**config.mk**
```make
export PLATFORM = sky130hd
export DESIGN_NAME = smbr_blkread_slave
export DESIGN_NICKNAME = d
export VERILOG_FILES = /design/src/rtl/smbr_pkg.sv /design/src/rtl/smbr_bus_sense.sv /design/src/rtl/smbr_crc8.sv /design/src/rtl/smbr_bytereg.sv /design/src/rtl/smbr_blkread_slave.sv
export SDC_FILE = /design/constraint.sdc
export NUM_CORES = 1
export LEC_CHECK = 0
export BUFFER_PORTS_ARGS = -buffer_cell sky130_fd_sc_hd__buf_4
export CORE_ASPECT_RATIO = 1.1
export CORE_MARGIN = 10
export CORE_UTILIZATION = 40
export CTS_CLUSTER_DIAMETER = 40
export DETAILED_ROUTE_END_ITERATION = 16
export HOLD_SLACK_MARGIN = 0.02
export PLACE_DENSITY_LB_ADDON = 0.3
export SLEW_MARGIN = 0
export SYNTH_ARGS = -nofsm -noshare
export SYNTH_HDL_FRONTEND = slang
export SYNTH_SLANG_ARGS = --single-unit
```
**constraint.sdc**
```tcl
create_clock -name clk -period 2.8 [get_ports clk]
set_input_delay 0.14 -clock clk [delete_from_list [all_inputs] [get_ports clk]]
set_output_delay 0.14 -clock clk [all_outputs]
set_load 0.03 [all_outputs]
```
**src/rtl/smbr_pkg.sv**
```systemverilog
package smbr_pkg;

   // protocol engine states
   typedef enum logic [2:0] {
      S_IDLE,    // waiting for START
      S_RX,      // shifting in a byte from the master
      S_RXACK,   // driving ACK for a received byte
      S_WAITRS,  // command accepted, waiting for repeated START
      S_TX,      // shifting out a byte to the master
      S_TXACK,   // sampling the master's ACK/NACK
      S_HOLD     // silent until START or STOP
   } smbr_state_t;

   // which byte is being received
   typedef enum logic [1:0] {
      P_ADDR_WR,
      P_CMD,
      P_ADDR_RD
   } smbr_rxph_t;

   // which byte is being transmitted
   typedef enum logic [1:0] {
      T_COUNT,
      T_DATA,
      T_PEC
   } smbr_txph_t;

   localparam logic [7:0] SMBR_PEC_POLY = 8'h07;

endpackage

```
**src/rtl/smbr_bus_sense.sv**
```systemverilog
// Synchronizes SCL/SDA and derives edge and START/STOP events.
module smbr_bus_sense #(
   parameter int STAGES = 2
) (
   input  logic clk,
   input  logic rst_n,
   input  logic scl_i,
   input  logic sda_i,
   output logic scl_s,
   output logic sda_s,
   output logic scl_rise,
   output logic scl_fall,
   output logic start_det,
   output logic stop_det
);

   if (STAGES < 1) begin : g_bad_stages
      $error("smbr_bus_sense: STAGES must be at least 1");
   end

   logic [STAGES-1:0] scl_q;
   logic [STAGES-1:0] sda_q;
   logic              scl_p;
   logic              sda_p;

   if (STAGES == 1) begin : g_single
      always_ff @(posedge clk or negedge rst_n) begin
         if (!rst_n) begin
            scl_q <= '1;
            sda_q <= '1;
         end else begin
            scl_q <= scl_i;
            sda_q <= sda_i;
         end
      end
   end else begin : g_chain
      always_ff @(posedge clk or negedge rst_n) begin
         if (!rst_n) begin
            scl_q <= '1;
            sda_q <= '1;
         end else begin
            scl_q <= {scl_q[STAGES-2:0], scl_i};
            sda_q <= {sda_q[STAGES-2:0], sda_i};
         end
      end
   end

   always_ff @(posedge clk or negedge rst_n) begin
      if (!rst_n) begin
         scl_p <= 1'b1;
         sda_p <= 1'b1;
      end else begin
         scl_p <= scl_q[STAGES-1];
         sda_p <= sda_q[STAGES-1];
      end
   end

   assign scl_s     = scl_q[STAGES-1];
   assign sda_s     = sda_q[STAGES-1];
   assign scl_rise  =  scl_s & ~scl_p;
   assign scl_fall  = ~scl_s &  scl_p;
   assign start_det =  scl_s &  scl_p &  sda_p & ~sda_s;
   assign stop_det  =  scl_s &  scl_p & ~sda_p &  sda_s;

endmodule

```
**src/rtl/smbr_crc8.sv**
```systemverilog
// One-byte step of an MSB-first CRC-8.
module smbr_crc8 #(
   parameter logic [7:0] POLY = 8'h07
) (
   input  logic [7:0] crc_i,
   input  logic [7:0] byte_i,
   output logic [7:0] crc_o
);

   always_comb begin
      logic [7:0] acc;
      acc = crc_i;
      for (int k = 0; k < 8; k++) begin
         if (acc[7] ^ byte_i[7-k]) acc = {acc[6:0], 1'b0} ^ POLY;
         else                      acc = {acc[6:0], 1'b0};
      end
      crc_o = acc;
   end

endmodule

```
**src/rtl/smbr_bytereg.sv**
```systemverilog
// Shared shift register for received and transmitted bytes.
module smbr_bytereg (
   input  logic       clk,
   input  logic       rst_n,
   input  logic       clr,
   input  logic       load,
   input  logic [7:0] load_val,
   input  logic       sample,
   input  logic       sample_bit,
   input  logic       adv,
   output logic [7:0] q,
   output logic [3:0] cnt
);

   always_ff @(posedge clk or negedge rst_n) begin
      if (!rst_n) begin
         q   <= 8'h00;
         cnt <= 4'd0;
      end else if (clr) begin
         cnt <= 4'd0;
      end else if (load) begin
         q   <= load_val;
         cnt <= 4'd0;
      end else if (sample) begin
         q   <= {q[6:0], sample_bit};
         cnt <= cnt + 4'd1;
      end else if (adv) begin
         q   <= {q[6:0], 1'b1};
         cnt <= cnt + 4'd1;
      end
   end

endmodule

```
**src/rtl/smbr_blkread_slave.sv**
```systemverilog
module smbr_blkread_slave
   import smbr_pkg::*;
#(
   parameter logic [6:0] SLV_ADDR    = 7'h2A,
   parameter logic [7:0] BLK_CMD     = 8'h5C,
   parameter int         DATA_LEN    = 16,
   parameter int         SYNC_STAGES = 2,
   parameter int         IDX_W       = (DATA_LEN > 1) ? $clog2(DATA_LEN) : 1
) (
   input  logic             clk,
   input  logic             rst_n,
   input  logic             scl_i,
   input  logic             sda_i,
   output logic             sda_oe,
   input  logic             busy_i,
   output logic [IDX_W-1:0] rd_idx,
   input  logic [7:0]       rd_data,
   output logic             rd_strb
);

   localparam logic [7:0]       COUNT_BYTE = 8'(DATA_LEN);
   localparam logic [IDX_W-1:0] LAST_IDX   = IDX_W'(DATA_LEN - 1);

   if (DATA_LEN < 1 || DATA_LEN > 255) begin : g_bad_len
      $error("smbr_blkread_slave: DATA_LEN must be in 1..255");
   end
   if (IDX_W < 1 || (2 ** IDX_W) < DATA_LEN) begin : g_bad_idx
      $error("smbr_blkread_slave: IDX_W too small for DATA_LEN");
   end

   // bus events
   logic scl_s, sda_s, scl_rise, scl_fall, start_det, stop_det;

   smbr_bus_sense #(.STAGES(SYNC_STAGES)) i_sense (
      .clk      (clk),
      .rst_n    (rst_n),
      .scl_i    (scl_i),
      .sda_i    (sda_i),
      .scl_s    (scl_s),
      .sda_s    (sda_s),
      .scl_rise (scl_rise),
      .scl_fall (scl_fall),
      .start_det(start_det),
      .stop_det (stop_det)
   );

   // state
   smbr_state_t      st, st_n;
   smbr_rxph_t       rph, rph_n;
   smbr_txph_t       tph, tph_n;
   logic             oe_q, oe_n;
   logic [7:0]       crc_q, crc_nxt, crc_byte;
   logic             crc_upd, crc_clr;
   logic [IDX_W-1:0] idx_q;
   logic             idx_clr, idx_inc;
   logic             lastsent_q, lastsent_n;
   logic             mack_q, mack_n;
   logic             strb;

   // byte shifter controls
   logic       br_clr, br_load, br_sample, br_adv;
   logic [7:0] br_val, br_q;
   logic [3:0] br_cnt;
   logic       rx_full, rx_ok;

   smbr_bytereg i_byte (
      .clk       (clk),
      .rst_n     (rst_n),
      .clr       (br_clr),
      .load      (br_load),
      .load_val  (br_val),
      .sample    (br_sample),
      .sample_bit(sda_s),
      .adv       (br_adv),
      .q         (br_q),
      .cnt       (br_cnt)
   );

   smbr_crc8 #(.POLY(SMBR_PEC_POLY)) i_pec (
      .crc_i (crc_q),
      .byte_i(crc_byte),
      .crc_o (crc_nxt)
   );

   assign rx_full = (br_cnt == 4'd8);

   // acceptance of the byte just received
   always_comb begin
      unique case (rph)
         P_ADDR_WR: rx_ok = (br_q[7:1] == SLV_ADDR) && !br_q[0];
         P_CMD:     rx_ok = (br_q == BLK_CMD) && !busy_i;
         P_ADDR_RD: rx_ok = (br_q[7:1] == SLV_ADDR) &&  br_q[0];
         default:   rx_ok = 1'b0;
      endcase
   end

   // next-state logic
   always_comb begin
      st_n       = st;
      rph_n      = rph;
      tph_n      = tph;
      oe_n       = oe_q;
      mack_n     = mack_q;
      lastsent_n = lastsent_q;
      br_clr     = 1'b0;
      br_load    = 1'b0;
      br_sample  = 1'b0;
      br_adv     = 1'b0;
      br_val     = 8'h00;
      crc_upd    = 1'b0;
      crc_clr    = 1'b0;
      crc_byte   = br_q;
      idx_clr    = 1'b0;
      idx_inc    = 1'b0;
      strb       = 1'b0;

      if (stop_det) begin
         st_n = S_IDLE;
         oe_n = 1'b0;
      end else if (start_det) begin
         st_n   = S_RX;
         oe_n   = 1'b0;
         br_clr = 1'b1;
         if (st == S_WAITRS) begin
            rph_n = P_ADDR_RD;
         end else begin
            rph_n   = P_ADDR_WR;
            crc_clr = 1'b1;
         end
      end else begin
         unique case (st)
            S_RX: begin
               if (scl_rise && !rx_full) begin
                  br_sample = 1'b1;
               end else if (scl_fall && rx_full) begin
                  if (rx_ok) begin
                     st_n    = S_RXACK;
                     oe_n    = 1'b1;
                     crc_upd = 1'b1;
                  end else begin
                     st_n = S_HOLD;
                  end
               end
            end
            S_RXACK: begin
               if (scl_fall) begin
                  oe_n = 1'b0;
                  unique case (rph)
                     P_ADDR_WR: begin
                        st_n   = S_RX;
                        rph_n  = P_CMD;
                        br_clr = 1'b1;
                     end
                     P_CMD: begin
                        st_n = S_WAITRS;
                     end
                     default: begin
                        st_n       = S_TX;
                        tph_n      = T_COUNT;
                        br_load    = 1'b1;
                        br_val     = COUNT_BYTE;
                        crc_upd    = 1'b1;
                        crc_byte   = COUNT_BYTE;
                        oe_n       = ~COUNT_BYTE[7];
                        idx_clr    = 1'b1;
                        lastsent_n = 1'b0;
                     end
                  endcase
               end
            end
            S_TX: begin
               if (scl_fall) begin
                  if (br_cnt == 4'd7) begin
                     oe_n = 1'b0;
                     st_n = S_TXACK;
                  end else begin
                     br_adv = 1'b1;
                     oe_n   = ~br_q[6];
                  end
               end
            end
            S_TXACK: begin
               if (scl_rise) begin
                  mack_n = ~sda_s;
               end else if (scl_fall) begin
                  if (tph == T_PEC || !mack_q) begin
                     st_n = S_HOLD;
                  end else if (!lastsent_q) begin
                     st_n     = S_TX;
                     tph_n    = T_DATA;
                     br_load  = 1'b1;
                     br_val   = rd_data;
                     crc_upd  = 1'b1;
                     crc_byte = rd_data;
                     oe_n     = ~rd_data[7];
                     strb     = 1'b1;
                     if (idx_q == LAST_IDX) lastsent_n = 1'b1;
                     else                   idx_inc    = 1'b1;
                  end else begin
                     st_n    = S_TX;
                     tph_n   = T_PEC;
                     br_load = 1'b1;
                     br_val  = crc_q;
                     oe_n    = ~crc_q[7];
                  end
               end
            end
            default: ;
         endcase
      end
   end

   always_ff @(posedge clk or negedge rst_n) begin
      if (!rst_n) begin
         st         <= S_IDLE;
         rph        <= P_ADDR_WR;
         tph        <= T_COUNT;
         oe_q       <= 1'b0;
         mack_q     <= 1'b0;
         lastsent_q <= 1'b0;
         crc_q      <= 8'h00;
         idx_q      <= '0;
      end else begin
         st         <= st_n;
         rph        <= rph_n;
         tph        <= tph_n;
         oe_q       <= oe_n;
         mack_q     <= mack_n;
         lastsent_q <= lastsent_n;
         if (crc_clr)      crc_q <= 8'h00;
         else if (crc_upd) crc_q <= crc_nxt;
         if (idx_clr)      idx_q <= '0;
         else if (idx_inc) idx_q <= idx_q + 1'b1;
      end
   end

   assign sda_oe  = oe_q;
   assign rd_idx  = idx_q;
   assign rd_strb = strb;

   // the pull-down moves only while SCL is low
   a_r11_sda_moves_scl_low: assert property (@(posedge clk) disable iff (!rst_n)
      (oe_q != $past(oe_q)) |-> !scl_s);

   // no driving while idle, waiting or silenced
   a_r2_quiet_when_silent: assert property (@(posedge clk) disable iff (!rst_n)
      (st == S_IDLE || st == S_HOLD || st == S_WAITRS) |-> !oe_q);

   // a busy parallel side never gets the command acknowledged
   a_r3_busy_refuses_cmd: assert property (@(posedge clk) disable iff (!rst_n)
      (st == S_RX && rph == P_CMD && rx_full && scl_fall && busy_i) |=> (st != S_RXACK));

   // first transmitted byte is the count
   a_r4_count_first: assert property (@(posedge clk) disable iff (!rst_n)
      (st == S_TX && $past(st) == S_RXACK) |-> (br_q == COUNT_BYTE));

   // master NACK silences the slave
   a_r8_nack_releases: assert property (@(posedge clk) disable iff (!rst_n)
      (st == S_TXACK && scl_fall && !mack_q) |=> (st == S_HOLD && !oe_q));

   // a START always restarts byte reception with SDA released
   a_r9_start_restarts: assert property (@(posedge clk) disable iff (!rst_n)
      start_det |=> (st == S_RX && br_cnt == 4'd0 && !oe_q));

endmodule

```
==> After elaboration in Yosys (flattened, before gate mapping) <==
Index checks and enable logic that the tools add are counted.
W data, S select, Z words.
{ "totals": {"register_bits": 40, "latch_bits": 0, "mem_bits_rw": 0, "mem_bits_ro": 0, "input_bits": 13, "output_inout_bits": 6, "elab_cells": 236, "memories": 0} }
{ "classes": {"add_sub_neg": 2, "mul": 0, "n_div": 0, "magnitude_cmp": 0, "n_eq_ne": 27, "n_shift": 0, "n_mux": 133, "bitwise": 33, "n_reduce_logical": 27} }
{ "ops": {"columns": ["cell", "count"], "rows": [
  ["$mux W8", 19],
  ["$mux W1", 66],
  ["$mux W3", 18],
  ["$ne A4 B2 Y1 const B", 9],
  ["$pmux W8 S2", 2],
  ["$mux W2", 12],
  ["$mux W4", 6],
  ["$not A3 Y3", 8],
  ["$reduce_and A8 Y1", 2],
  ["$pmux W3 S4", 1],
  ["$reduce_bool A2 Y1", 6],
  ["$mux W5", 2],
  ["$ne A2 B2 Y1 const B", 5],
  ["$not A1 Y1", 10],
  ["$reduce_and A9 Y1", 1],
  ["$add A4 B1 Y4 const B", 2],
  ["$eq A4 B4 Y1 const B", 2],
  ["$eq A8 B7 Y1 const B", 1],
  ["$reduce_and A4 Y1", 2],
  ["$xor A1 B1 Y1", 8],
  ["$and A1 B1 Y1", 7],
  ["$eq A7 B6 Y1 const B", 1],
  ["$eq A3 B2 Y1 const B", 2],
  ["$eq A3 B3 Y1 const B", 2],
  ["18 further kinds", 28]
]} }

==> Logic depth before layout (Yosys ltp) <==
Gate-level depths: netlist of run 1.
{ "depth": {"ltp_word": 26, "depth_mapped": 10, "mapped_depth_nobuf": 10} }

==> Cells and area by module <==
A second synthesis of run 1 with hierarchy kept.
{ "hier_totals": {"hier_cells": 260, "area_unflattened_um2": 2615.0} }
{ "by_module_without_submodules": {"columns": ["mod", "n_inst", "cells_per_inst", "area_each_um2", "seq_area_each_um2"], "rows": [
  ["smbr_blkread_slave", 1, 184, 1607.8, 550.5],
  ["smbr_bytereg", 1, 45, 633.1, 300.3],
  ["smbr_bus_sense", 1, 10, 190.2, 157.7],
  ["smbr_crc8", 1, 21, 183.9, 0.0]
]} }

==> Worst setup path after synthesis of run 1 <==
OpenSTA, ideal clock, no wires.
{ "synth_path": {"path_type": "reg-to-reg", "startpoint": "register i_sense.scl_p", "endpoint": "register crc_q[3]", "setup_ns": 0.068, "arrival_ns": 2.380, "t_required_ns": 2.732, "path_slack_ns": 0.352, "stages_incl_launch_ff": 10, "n_path_buf": 1, "period_less_slack_ns": 2.448, "cell_sequence": "dfstp_2 -> buf_6 -> nor3b_4 -> a31oi_1 -> nand4b_1 -> xor2_1 -> xor3_2 -> xnor2_1 -> or3_1 -> nand3_1"} }
{ "synth_between": {"elab_chain_len": 14, "elab_cells_between_ends": 39, "cone_classes": "mux: 22; bitwise: 14; reduce/logical: 3"} }
{ "synth_rtl": {"columns": ["item", "line", "source"], "rows": [
  ["from (decl)", "smbr_bus_sense.sv:23", "logic scl_p;"],
  ["from (signal assigned)", "smbr_bus_sense.sv:53", "scl_p <= scl_q[STAGES-1];"],
  ["$and A1 B1 Y1 / $not A1 Y1 (equally long branches)", "smbr_bus_sense.sv:61, smbr_bus_sense.sv:60", null],
  ["$mux W8 / $and A1 B1 Y1 (equally long branches)", "smbr_blkread_slave.sv:185, smbr_bus_sense.sv:60", null],
  ["$mux W8", "smbr_blkread_slave.sv:183", "if (scl_rise) begin"],
  ["$pmux W8 S2", "smbr_blkread_slave.sv:131", "unique case (st)"],
  ["$mux W8", "smbr_blkread_slave.sv:120", "end else if (start_det) begin"],
  ["$mux W8", "smbr_blkread_slave.sv:117", "if (stop_det) begin"],
  ["$xor A1 B1 Y1", "smbr_crc8.sv:14", "if (acc[7] ^ byte_i[7-k]) acc = {acc[6:0], 1'b0} ^ POLY;"],
  ["$mux W3", "smbr_crc8.sv:14", null],
  ["$not A3 Y3 (no line)", null, null],
  ["$mux W3", "smbr_crc8.sv:14", null],
  ["$not A3 Y3 (no line)", null, null],
  ["$mux W3", "smbr_crc8.sv:14", null],
  ["$mux W8", "smbr_blkread_slave.sv:231", "else if (crc_upd) crc_q <= crc_nxt;"],
  ["$mux W8", "smbr_blkread_slave.sv:230", "if (crc_clr) crc_q <= 8'h00;"],
  ["to (signal assigned)", "smbr_blkread_slave.sv:231", null],
  ["to (decl)", "smbr_blkread_slave.sv:52", "logic [7:0] crc_q, crc_nxt, crc_byte;"]
]} }
Parallel ways exist; a longest one is shown, timed or not. The select of a mux whose other input is x is not followed.
A chain may end at the register's enable or synchronous reset.

==> Worst setup path in the final report of run 1 <==
Same ends and word-level chain as after synthesis.

==> results of run 1 <==
registers in the layout, summed over array words and instances (netlist names), 2 cells and up:
register and count:
i_sense.sda_q 2, i_byte.q 8, st 3, rd_idx 4, crc_q 8, rph 2
tph 2, i_sense.scl_q 2, i_byte.cnt 4
kinds of logic (layout without fill, tap and decap cells):
kind of cell    after synthesis  count (layout)  synth area share [%]
simple gates                102             102                  22.3
compound gates               67              67                  17.5
flops                        40              40                  37.8
xor+xnor                     22              22                  8.67
mux                          21              21                  8.34
buf+inv                      20              51                  4.03
fa+ha+maj                     3               3                  1.41
critical path, delay by kind of cell, from the launching register on:
family                 cells  cell delay [ns]
buffers and inverters      1             0.17
AND/OR/NAND/NOR            4             1.00
flip-flops                 1             0.62
AO/OA/AOI/OAI              1             0.07
XOR/XNOR                   3             0.73
report_power, final:
part / total, mW / switching, mW / internal [mW]
Combinational: 1.63 / 0.816 / 0.811
Clock: 0.379 / 0.204 / 0.175
Sequential: 0.989 / 0.239 / 0.750
timing repair:
item,in CTS,in global routing
hold endpoints to repair,36,0
resized for setup,0,1
setup buffers,0,1
setup endpoints to repair,0,1
hold buffers,3,0
routing by layer:
layer  track usage (%)  vias up  wire length [um]
li1                  -     1070                 -
met1              16.0     1088              2800
met2              22.3       78              3420
met3              2.35       12               457
met4              5.61        0               130
met5                 0        -                 0
layout by cell type (no fill, tap or decap), types with 4 or more instances in the layout:
cell type and instances:
sky130_fd_sc_hd__buf_4 32, sky130_fd_sc_hd__inv_1 8, sky130_fd_sc_hd__dfrtp_1 34, sky130_fd_sc_hd__mux2i_1 14, sky130_fd_sc_hd__clkbuf_8 5, sky130_fd_sc_hd__xnor2_1 11
sky130_fd_sc_hd__nand2_1 24, sky130_fd_sc_hd__nor2_1 12, sky130_fd_sc_hd__o21ai_0 17, sky130_fd_sc_hd__nand3b_1 4, sky130_fd_sc_hd__nand3_1 17, sky130_fd_sc_hd__nor2b_1 5
sky130_fd_sc_hd__a21oi_1 11, sky130_fd_sc_hd__nand2b_1 7, sky130_fd_sc_hd__o22ai_1 4, sky130_fd_sc_hd__o21ai_1 4, sky130_fd_sc_hd__nor3_1 5, sky130_fd_sc_hd__mux2_2 6
sky130_fd_sc_hd__nand4_1 5, sky130_fd_sc_hd__xor2_1 8, sky130_fd_sc_hd__nand4b_1 5, sky130_fd_sc_hd__dfstp_2 6
through the flow:
stage | setup slack (ns) | cell area [um2]
final | 0.153 | 3050
after floorplan | 0.352 | 2670
after global routing | 0.0255 | 3050
after detailed placement | 0.201 | 2930
after CTS | 0.164 | 3040
after global placement | 0.246 | 2930
how the worst min path moves through the flow:
stage / cells past startpoint / slack, ns / from / to
floorplan: 0 / -0.16 / rst_n / crc_q[0]
global placement: 1 / 0.15 / rst_n / tph[1]
detailed placement: 1 / 0.15 / rst_n / st[1]
CTS: 3 / 0.16 / rd_data[3] / i_byte.q[3]
global route: 3 / 0.17 / rd_data[3] / i_byte.q[3]
finish: 3 / 0.16 / rd_data[5] / i_byte.q[5]
area by class of cell:
type	instances	area [um2]	share of cell area (%)
timing repair buffer	35	270	8.86
tap	82	103	3.36
sequential	40	1010	33.1
clock buffer	7	76.3	2.50
multi-input combinational	215	1560	51.0
inverter	8	30.0	0.985
clock inverter	1	5.00	0.164
==> reports/qor_table.md, run 1 <==
| Step | Item | Value |
|---|---|---|
| critical path | Delay of the slowest cell on the worst path | 0.62 ns |
| power | IR drop worst, VDD | 0.966 mV |
| sta | Clock Skews | 0.00974 ns |
| routing | Routed wire per std cell | 17.6 um |
| synth | Top-area cell type share of the netlist area | 31.9% |
| global routing | Global-route usage over all layers | 13.2% |
| place | Quantity of I/O buffers inserted on ports | 18 |
| critical path | Kind of critical path | reg -> reg |
| floorplan | Die X | 97.9 um |
| synth | Post-synth EDFFs | 0 |
| sta | Slew headroom | 61.0% |
| critical path | CP Data Required Time | 3.04 ns |
| critical path | End of the worst register-to-register path | crc_q[3] |
| sta | Top achievable clock speed | 378 MHz |
| critical path | Critical path startpoint | i_sense.scl_p |
| layout | Layout filler cell count | 626 |
| routing | Count of routing violations after the opening detailed-route iteration | 214 |
| routing | Via count | 2248 |
| clock network | TritonCTS clock tree | built |
| critical path | Crit path max fanout | 10 |
| clock network | H-tree depth | 2 |
| floorplan | Io pins | 19 |
| sta | Worst hold-check slack | 0.160 ns |
| sta | Post-route fraction of the period consumed by the critical path | 94.5% |
| synth | Total of warnings raised by yosys | 0 |
| layout | Fraction of layout cells with a size suffix above 1 | 22.2% |
| sta | Final-report hold violation count | 0 |
| floorplan | Effective utilization at floorplan | 40.7% |
| synth | Synth cell types | 61 |
| synth | Register bit count reported by yosys | 40 |
| layout | Final Core Density | 46.5% |
| global routing | Total global routing overflow | 0 |
| critical path | Worst setup slack for register-to-register paths | 0.15 ns |
| layout | Count of antenna diodes in the layout | 0 |
| floorplan | Number of cell rows | 31 |
| routing | Number of remaining DRC errors | 0 |
| critical path | Cell with the biggest individual delay on the critical path | sky130_fd_sc_hd__dfstp_2 |
| routing | ANT nets after route | 0 |
| sta | RSZ-0062 raised after global routing | no |
| place | Final weighted congestion in routability-driven placement | 0.924 |
| critical path | Kind of end point of the critical path | flop |
| global routing | Maximum number of pins on one net before global-route repair | 41 |
| layout | P&R area growth vs syn | 14.2% |
| clock network | Maximum clock path buffer count | 2 |
| synth | Leading cell types by total area after synthesis | sky130_fd_sc_hd__dfrtp_1, sky130_fd_sc_hd__dfstp_2, sky130_fd_sc_hd__mux2i_1 |
| critical path | Critical Path Sink | crc_q[3] |
| critical path | Most frequent cell on the critical path | sky130_fd_sc_hd__xor2_1 |
| layout | Number of nets in the final layout | 321 |
| place | Placed cells | 376 |
| floorplan | Die Y-Extent | 106 um |
| routing | Routed vias/inst | 5.79 |
| flow run | Max-capacitance violation count | 0 |
| synth | Syn nets | 291 |
| synth | Most used flip-flop cell after synthesis | sky130_fd_sc_hd__dfrtp_1 |
| layout | Cell Count, Final, Fillers Out | 388 |
| global routing | Number of antenna violations at the first check in global routing | 0 |
| synth | Share of synthesized registers carrying an async set or reset | 100% |
| synth | Leading area contributor after synthesis | sky130_fd_sc_hd__dfrtp_1 |
| synth | Most used standard cell by instance count after synthesis | sky130_fd_sc_hd__dfrtp_1 |
| clock network | Skew-Pair Late Insertion Delay | 0.30 ns |
| clock network | Clock root buffer master | sky130_fd_sc_hd__clkbuf_8 |
| synth | Cell Area, Synth | 0.00267 mm2 |
| synth | Post-synth top cells | sky130_fd_sc_hd__dfrtp_1, sky130_fd_sc_hd__nand2_1, sky130_fd_sc_hd__nand3_1, sky130_fd_sc_hd__o21ai_0, sky130_fd_sc_hd__mux2i_1 |
| synth | Average footprint of a synthesized cell | 9.71 um2 |
| clock network | CTS Sinks | 40 |
| power | Total Power Consumption | 2.99 mW |
| routing | Pre-Repair DR Iteration Count | 4 |
| synth | Sequential element share of the synthesized area | 37.8% |
| floorplan | Core area | 0.00656 mm2 |
| place | Detail Placement HPWL | 5110 um |
| critical path | Count of cells along the worst register-to-register path | 9 |
| synth | Number of instances in the synthesized netlist | 275 |
| global routing | Via count of the first global-routing pass | 2268 |
| run status | Run status | completed |
| critical path | List of cells traversed by the critical path | nor3b_4, buf_4, a31oi_1, nand4b_1, xor2_1, xor2_1, xnor2_1, or3_1, nand3_1 |
| sta | Setup TNS | 0 ns |
| sta | Count of pins over their slew limit | 0 |
| routing | Routed wire length | 6810 um |
| sta | Final setup violation count | 0 |
| global routing | First-pass GRT wire length | 11500 um |
| critical path | Data arrival at the endpoint of the critical path | 2.88 ns |
| hold path | Min-Delay Path Class | in -> reg |
| floorplan | DIE AREA | 0.0103 mm2 |
| power | Leakage power total | 1.27 nW |
| sta | Worst-Margin Slew | 0.582 ns |
| critical path | Launch point of the worst reg-to-reg path | i_sense.scl_p |
| clock network | Clock-pin transition on the worst setup and hold timing paths | 0.08 ns |
| power | Total power per unit cell area | 982 mW/mm2 |
| sta | Shortest clock period the worst path allows after layout | 2.65 ns |
| clock network | Clock buffers created by TritonCTS | 5 |
| critical path | Kind of start point of the critical path | flop |
No activity file was read; power rests on OpenSTA's default activity.
==> run 2: changes to the inputs <==
SETUP_SLACK_MARGIN = 0.5   (was unset)
==> reports/qor_table.md, run 2 (synthesis gave the netlist of run 1 again) <==
| Step | Item | Value | vs previous |
|---|---|---|---|
| run status | Run status | completed |  |
| sta | RSZ-0062 raised after global routing | yes |  |
| floorplan | Effective utilization at floorplan | 40.7% | unchanged |
| critical path | Kind of start point of the critical path | flop |  |
| flow run | Max-capacitance violation count | 0 | unchanged |
| power | IR drop worst, VDD | 0.917 mV | -5.1% |
| layout | Biggest registers after layout | crc_q: 8 flops, i_byte.q: 8 flops |  |
| routing | Number of remaining DRC errors | 0 | unchanged |
| sta | Top achievable clock speed | 398 MHz | +5.5% |
| clock network | Maximum clock path buffer count | 2 | unchanged |
| hold path | Min-Delay Path Class | in -> reg |  |
| global routing | Total global routing overflow | 0 | unchanged |
| clock network | Skew-Pair Late Insertion Delay | 0.30 ns | about the same |
| global routing | Global-route usage over all layers | 13.5% | +0.29 points |
| hold path | Worst hold path depth | 3 | unchanged |
| layout | Most frequent cells in the layout | sky130_fd_sc_hd__buf_4, sky130_fd_sc_hd__dfrtp_1, sky130_fd_sc_hd__nand2_1 |  |
| sta | Shortest clock period the worst path allows after layout | 2.51 ns | -0.137 ns |
| floorplan | Die Y-Extent | 106 um | unchanged |
| layout | Cell Count, Final, Fillers Out | 410 | +5.7% |
| sta | Count of pins over their slew limit | 0 | unchanged |
| layout | Layout filler cell count | 587 | -6.2% |
| routing | Pre-Repair DR Iteration Count | 5 | +1 |
| sta | Slew headroom | 64.8% | +3.8 points |
| hold path | Min-Delay Endpoint | i_byte.q[5] |  |
| routing | Via count | 2337 | +4.0% |
| hold path | Hold Crit Start | rd_data[5] |  |
| critical path | Worst setup slack for register-to-register paths | 0.29 ns | +0.14 ns |
| place | Detail Placement HPWL | 4970 um | -2.7% |
| routing | ANT nets after route | 0 | unchanged |
| critical path | End of the worst register-to-register path | crc_q[3] |  |
| sta | Clock Skews | 0.0115 ns | +0.00177 ns |
| global routing | First-pass GRT wire length | 11700 um | +1.8% |
| critical path | Data arrival at the endpoint of the critical path | 2.76 ns | -0.12 ns |
| routing | Routed wire length | 7240 um | +6.3% |
| sta | Final setup violation count | 0 | unchanged |
| floorplan | Io pins | 19 | unchanged |
| clock network | TritonCTS clock tree | built |  |
| power | Total power per unit cell area | 1110 mW/mm2 | +13% |
| sta | Setup TNS | 0 ns | unchanged |
| sta | Post-route fraction of the period consumed by the critical path | 89.6% | -4.9 points |
| floorplan | Core area | 0.00656 mm2 | unchanged |
| critical path | Delay of the slowest cell on the worst path | 0.56 ns | -0.06 ns |
| clock network | Clock root buffer master | sky130_fd_sc_hd__clkbuf_8 |  |
| critical path | Critical path startpoint | i_sense.scl_p |  |
| critical path | Crit path max fanout | 5 | -5 |
| floorplan | DIE AREA | 0.0103 mm2 | unchanged |
| layout | Area used by multi-input combinational logic | 0.00169 mm2 | +8.3% |
| layout | Count of antenna diodes in the layout | 0 | unchanged |
| critical path | Launch point of the worst reg-to-reg path | i_sense.scl_p |  |
| critical path | List of cells traversed by the critical path | nor3b_4, nand3_4, mux2_4, a22oi_4, xor3_2, xnor2_2, or3_1, nand3_1 |  |
| layout | Number of nets in the final layout | 343 | +6.9% |
| layout | Fraction of layout cells with a size suffix above 1 | 33.8% | +12 points |
| floorplan | Die X | 97.9 um | unchanged |
| place | Placed cells | 376 | unchanged |
| layout | Footprint of the flip-flops and latches | 0.00101 mm2 | unchanged |
| clock network | CTS Sinks | 40 | unchanged |
| layout | P&R area growth vs syn | 26.9% |  |
| critical path | Count of cells along the worst register-to-register path | 8 | -1 |
| routing | Routed wire per std cell | 17.7 um | +0.64% |
| place | Quantity of I/O buffers inserted on ports | 18 | unchanged |
| clock network | Clock-pin transition on the worst setup and hold timing paths | 0.09 ns | about the same |
| power | Leakage power total | 1.43 nW | +12% |
| critical path | Kind of critical path | reg -> reg |  |
| routing | Routed vias/inst | 5.70 | -1.6% |
| critical path | Kind of end point of the critical path | flop |  |
| sta | Final-report hold violation count | 0 | unchanged |
| critical path | Cell with the biggest individual delay on the critical path | sky130_fd_sc_hd__dfstp_2 |  |
| global routing | Number of antenna violations at the first check in global routing | 0 | unchanged |
| routing | Count of routing violations after the opening detailed-route iteration | 161 | -25% |
| clock network | Clock buffers created by TritonCTS | 5 | unchanged |
| critical path | CP Data Required Time | 3.05 ns | about the same |
| place | Final weighted congestion in routability-driven placement | 0.885 | -4.2% |
| layout | Leading cell type in the layout, fill and taps excluded | sky130_fd_sc_hd__buf_4 |  |
| global routing | Via count of the first global-routing pass | 2331 | +2.8% |
| global routing | Maximum number of pins on one net before global-route repair | 41 | unchanged |
| clock network | H-tree depth | 2 | unchanged |
| sta | Worst-Margin Slew | 0.528 ns | -0.0541 ns |
| floorplan | Number of cell rows | 31 | unchanged |
-- run 2: final cells by class --
class / count / area share, %
clock buffers: 5 / 2.03
clock inverters: 3 / 1.37
inverters: 8 / 0.886
multi-input cells: 215 / 49.7
flip-flops and latches: 40 / 29.8
well taps: 82 / 3.03
repair buffers: 57 / 13.2
-- run 2: where the power goes --
group | internal, mW | switching (mW) | total [mW] | leakage (nW)
combinational | 1.23 | 1.05 | 2.28 | 0.872
sequential | 0.749 | 0.233 | 0.983 | 0.499
clock | 0.269 | 0.223 | 0.491 | 0.0548
-- run 2: what timing repair did --
action / in CTS / in global routing
resized for setup: 15 / 12
endpoints found under the hold margin: 36 / 0
buffers inserted: 16 / 7
pin swaps: 13 / 13
hold buffers: 3 / 0
setup endpoints to repair: 19 / 17
-- run 2: metrics by stage --
stage	setup WS (ns)	power (mW)	utilization (%)	instance area (um2)	hold slack, ns
finish	0.290	3.75	51.7	3390	0.146
global route	0.210	4.00	51.7	3390	0.162
CTS	0.314	3.50	50.2	3290	0.144
detailed placement	0.213	2.62	44.8	2940	0.153
global placement	0.258	2.60	44.8	2940	0.155
floorplan	0.373	2.25	-	2680	-0.156
-- run 2: routing by layer --
metal / global-route usage, % / part of all wire (%)
met3: 2.55 / 6.4
met1: 17.0 / 43
met2: 22.2 / 49
met5: 0 / 0
met4: 5.09 / 1.7
-- run 2: worst max path at each step --
stage / cells past startpoint / to
after floorplan: 9 / crc_q[3]
after global routing: 8 / crc_q[3]
final: 8 / crc_q[3]
after CTS: 9 / crc_q[1]
after global placement: 8 / crc_q[3]
after detailed placement: 8 / crc_q[3]
-- run 2: worst max-delay path, delay by kind of cell (launching register included) --
family,cells,cell delay (ns)
and+or+nand+nor,4,0.83
muxes,1,0.34
AOI/OAI and AO/OA,1,0.17
xor gates and xnor gates,2,0.55
DFF,1,0.56
==> run 3: changes to the inputs <==
ABC_AREA = 1   (was unset)
==> reports/qor_table.md, run 3 <==
| Step | Item | Value | vs previous |
|---|---|---|---|
| critical path | Worst setup slack for register-to-register paths | 0.69 ns | +0.40 ns |
| place | Final weighted congestion in routability-driven placement | 0.959 | +8.3% |
| synth | Number of instances in the synthesized netlist | 402 | +46% |
| sta | Shortest clock period the worst path allows after layout | 2.11 ns | -0.399 ns |
| floorplan | Effective utilization at floorplan | 41.8% | +1.0 points |
| critical path | Kind of start point of the critical path | flop |  |
| synth | Register bit count reported by yosys | 40 | unchanged |
| critical path | Data arrival at the endpoint of the critical path | 2.31 ns | -0.45 ns |
| routing | Pre-Repair DR Iteration Count | 6 | +1 |
| synth | Top-area cell type share of the netlist area | 30.5% | -1.3 points |
| critical path | End of the worst register-to-register path | crc_q[6] |  |
| sta | RSZ-0062 raised after global routing | no |  |
| clock network | Clock root buffer master | sky130_fd_sc_hd__clkbuf_8 |  |
| clock network | Clock buffers created by TritonCTS | 5 | unchanged |
| critical path | Top Family by Delay on Critical Path | simple AND/OR/NAND/NOR gates |  |
| sta | Post-route fraction of the period consumed by the critical path | 75.4% | -14 points |
| sta | Top achievable clock speed | 474 MHz | +19% |
| run status | Run status | completed |  |
| flow run | Max-capacitance violation count | 0 | unchanged |
| routing | Routed vias/inst | 5.32 | -6.7% |
| synth | Synth cell types | 41 | -33% |
| sta | Worst-Margin Slew | 0.520 ns | -0.00725 ns |
| routing | Number of remaining DRC errors | 0 | unchanged |
| critical path | Count of cells along the worst register-to-register path | 15 | +7 |
| layout | Layout filler cell count | 679 | +16% |
| critical path | CP bufs+invs | 2 | +2 |
| floorplan | Number of cell rows | 31 | unchanged |
| critical path | Critical path startpoint | i_sense.scl_p |  |
| synth | Post-synth top cells | sky130_fd_sc_hd__nand2_1, sky130_fd_sc_hd__inv_1, sky130_fd_sc_hd__nand3_1 |  |
| layout | Most frequent cells in the layout | sky130_fd_sc_hd__nand2_1, sky130_fd_sc_hd__inv_1, sky130_fd_sc_hd__nand3_1 |  |
| floorplan | Io pins | 19 | unchanged |
| layout | Fraction of layout cells with a size suffix above 1 | 18.6% | -15 points |
| routing | Routed wire per std cell | 14.3 um | -19% |
| clock network | CTS Sinks | 40 | unchanged |
| routing | Count of routing violations after the opening detailed-route iteration | 263 | +63% |
| layout | Count of antenna diodes in the layout | 0 | unchanged |
| floorplan | Die Y-Extent | 108 um | +1.7% |
| place | Detail Placement HPWL | 5660 um | +14% |
| sta | Slew headroom | 65.3% | +0.48 points |
| critical path | Kind of end point of the critical path | flop |  |
| global routing | Total global routing overflow | 0 | unchanged |
| place | Quantity of I/O buffers inserted on ports | 18 | unchanged |
| layout | Area used by multi-input combinational logic | 0.00152 mm2 | -9.9% |
| layout | Number of nets in the final layout | 444 | +29% |
| synth | Post-synth EDFFs | 0 | unchanged |
| critical path | Kind of critical path | reg -> reg |  |
| power | IR drop worst, VDD | 0.433 mV | -53% |
| synth | Leading area contributor after synthesis | sky130_fd_sc_hd__dfrtp_1 |  |
| layout | Footprint of the flip-flops and latches | 0.00101 mm2 | +0.12% |
| routing | ANT nets after route | 0 | unchanged |
| critical path | Launch point of the worst reg-to-reg path | i_sense.scl_p |  |
| synth | Average footprint of a synthesized cell | 6.93 um2 | -29% |
| synth | Leading cell types by total area after synthesis | sky130_fd_sc_hd__dfrtp_1, sky130_fd_sc_hd__nand2_1, sky130_fd_sc_hd__nand3_1 |  |
| synth | Syn nets | 418 | +44% |
| clock network | H-tree depth | 2 | unchanged |
| synth | Share of synthesized registers carrying an async set or reset | 100% | unchanged |
| critical path | Crit path max fanout | 9 | +4 |
| synth | Sequential element share of the synthesized area | 36.2% | -1.6 points |
| global routing | Maximum number of pins on one net before global-route repair | 41 | unchanged |
| routing | Via count | 2718 | +16% |
| hold path | Worst hold path depth | 5 | +2 |
| floorplan | DIE AREA | 0.0107 mm2 | +3.5% |
| sta | Worst hold-check slack | 0.241 ns | +0.0952 ns |
| power | Leakage power total | 1.65 nW | +16% |
| layout | Leading cell type in the layout, fill and taps excluded | sky130_fd_sc_hd__nand2_1 |  |
| clock network | TritonCTS clock tree | built |  |
| critical path | List of cells traversed by the critical path | nand2_4, inv_4, nand3_2, nand2_4, nand2_2, nand2_1, o21ai_2, inv_2, nand2_1, nand2_2, nand2_1, nand2_1, nand2_1, nand3_1, nand2_1 |  |
| synth | Most used standard cell by instance count after synthesis | sky130_fd_sc_hd__nand2_1 |  |
| clock network | Clock-pin transition on the worst setup and hold timing paths | 0.09 ns | about the same |
| global routing | First-pass GRT wire length | 12000 um | +2.7% |
| clock network | Maximum clock path buffer count | 2 | unchanged |
| global routing | Global-route usage over all layers | 13.4% | -0.052 points |
| layout | P&R area growth vs syn | 13.9% |  |
| synth | Total of warnings raised by yosys | 0 | unchanged |
| sta | Final setup violation count | 0 | unchanged |
| layout | Biggest registers after layout | crc_q: 8 flops, i_byte.q: 8 flops |  |
| critical path | CP Data Required Time | 3.00 ns | -0.05 ns |
| critical path | Most frequent cell on the critical path | sky130_fd_sc_hd__nand2_1 |  |
| sta | Final-report hold violation count | 0 | unchanged |
| routing | Routed wire length | 7320 um | +1.1% |
| hold path | Min-Delay Endpoint | i_byte.q[1] |  |
| floorplan | Die X | 99.6 um | +1.7% |
| power | Total power per unit cell area | 990 mW/mm2 | -11% |
| critical path | Cell with the biggest individual delay on the critical path | sky130_fd_sc_hd__dfstp_2 |  |
| synth | Cell Area, Synth | 0.00279 mm2 | +4.4% |
| global routing | Number of antenna violations at the first check in global routing | 0 | unchanged |
| synth | Most used flip-flop cell after synthesis | sky130_fd_sc_hd__dfrtp_1 |  |
| sta | Clock Skews | 0.00830 ns | -0.00321 ns |
| sta | Setup TNS | 0 ns | unchanged |
| floorplan | Core area | 0.00667 mm2 | +1.8% |
| hold path | Hold Crit Start | rd_data[1] |  |
| clock network | Skew-Pair Late Insertion Delay | 0.30 ns | about the same |
| hold path | Min-Delay Path Class | in -> reg |  |
| sta | Count of pins over their slew limit | 0 | unchanged |
| critical path | Delay of the slowest cell on the worst path | 0.59 ns | +0.03 ns |
| global routing | Via count of the first global-routing pass | 2549 | +9.4% |
run 3: cell types whose count changed in the layout (fill, tap and decap cells not counted), moves of 6 or more:
cell,previous run,this run
sky130_fd_sc_hd__o21ai_1,7,0
sky130_fd_sc_hd__nand3_1,16,46
sky130_fd_sc_hd__buf_4,51,19
sky130_fd_sc_hd__xnor2_2,6,0
sky130_fd_sc_hd__mux2_2,6,0
sky130_fd_sc_hd__nand2b_1,6,0
sky130_fd_sc_hd__mux2i_1,13,0
sky130_fd_sc_hd__nand2_1,24,130
sky130_fd_sc_hd__a21oi_1,11,4
sky130_fd_sc_hd__o21ai_0,13,33
sky130_fd_sc_hd__inv_1,8,54
sky130_fd_sc_hd__inv_2,0,9
sky130_fd_sc_hd__nand2_2,0,16
run 3: what timing repair did:
action / in CTS / in global routing
endpoints found under the hold margin: 36 / 0
resized for setup: 0 / 4
setup buffers: 0 / 1
setup endpoints to repair: 0 / 14
hold buffers: 3 / 0
run 3: worst max path at each step:
stage | endpoint | slack, ns | cells past startpoint
6_report | crc_q[6] | 0.69 | 15
5_1_grt | crc_q[3] | 0.49 | 16
4_1_cts | i_byte.cnt[3] | 0.58 | 9
3_5_place_dp | i_byte.cnt[0] | 0.60 | 10
3_3_place_gp | crc_q[3] | 0.70 | 15
2_1_floorplan | crc_q[3] | 0.97 | 15
run 3: layout make-up:
class	instances	area share (%)
clock inverters	3	1.46
inverters	66	8.00
clock buffers	5	2.17
repair buffers	22	5.44
multi-input cells	293	47.9
well taps	82	3.23
flip-flops and latches	40	31.8
run 3: stage by stage:
step / utilization (%) / instances / total power [mW] / area [um2] / setup slack (ns)
after floorplan: - / 402 / 2.22 / 2790 / 0.971
after global placement: 45.1 / 499 / 2.60 / 3010 / 0.696
after detailed placement: 45.1 / 499 / 2.62 / 3010 / 0.598
after CTS: 47.3 / 510 / 3.13 / 3150 / 0.575
after global routing: 47.6 / 511 / 3.44 / 3170 / 0.494
final: 47.6 / 511 / 3.14 / 3170 / 0.689
run 3: routing by layer:
layer	vias up	routed length, um	track usage [%]
met5	-	0	0
met4	0	230	5.12
met1	1244	3160	16.5
met3	23	407	1.99
li1	1351	-	-
met2	100	3530	23.0
run 3: tightest hold or removal path, cell delays in order:
cell,delay (ns)
sky130_fd_sc_hd__buf_4,0.10
sky130_fd_sc_hd__a32oi_1,0.09
sky130_fd_sc_hd__o21ai_0,0.07
sky130_fd_sc_hd__nand2_1,0.05
sky130_fd_sc_hd__o21ai_0,0.06
run 3: logic make-up after synthesis:
logic type                 count (synthesis)  synth area share, %
DFF                                       40                 36.2
adders and majority gates                  3                 1.35
xor gates and xnor gates                   4                 1.53
buffers and inverters                     69                 9.70
and+or+nand+nor                          226                 37.7
AOI/OAI and AO/OA                         60                 13.5
run 3: power breakdown:
| group | internal, mW | switching [mW] |
|---|---|---|
| Clock | 0.269 | 0.229 |
| Combinational | 0.581 | 1.10 |
| Sequential | 0.760 | 0.205 |
| Total | 1.61 | 1.53 |
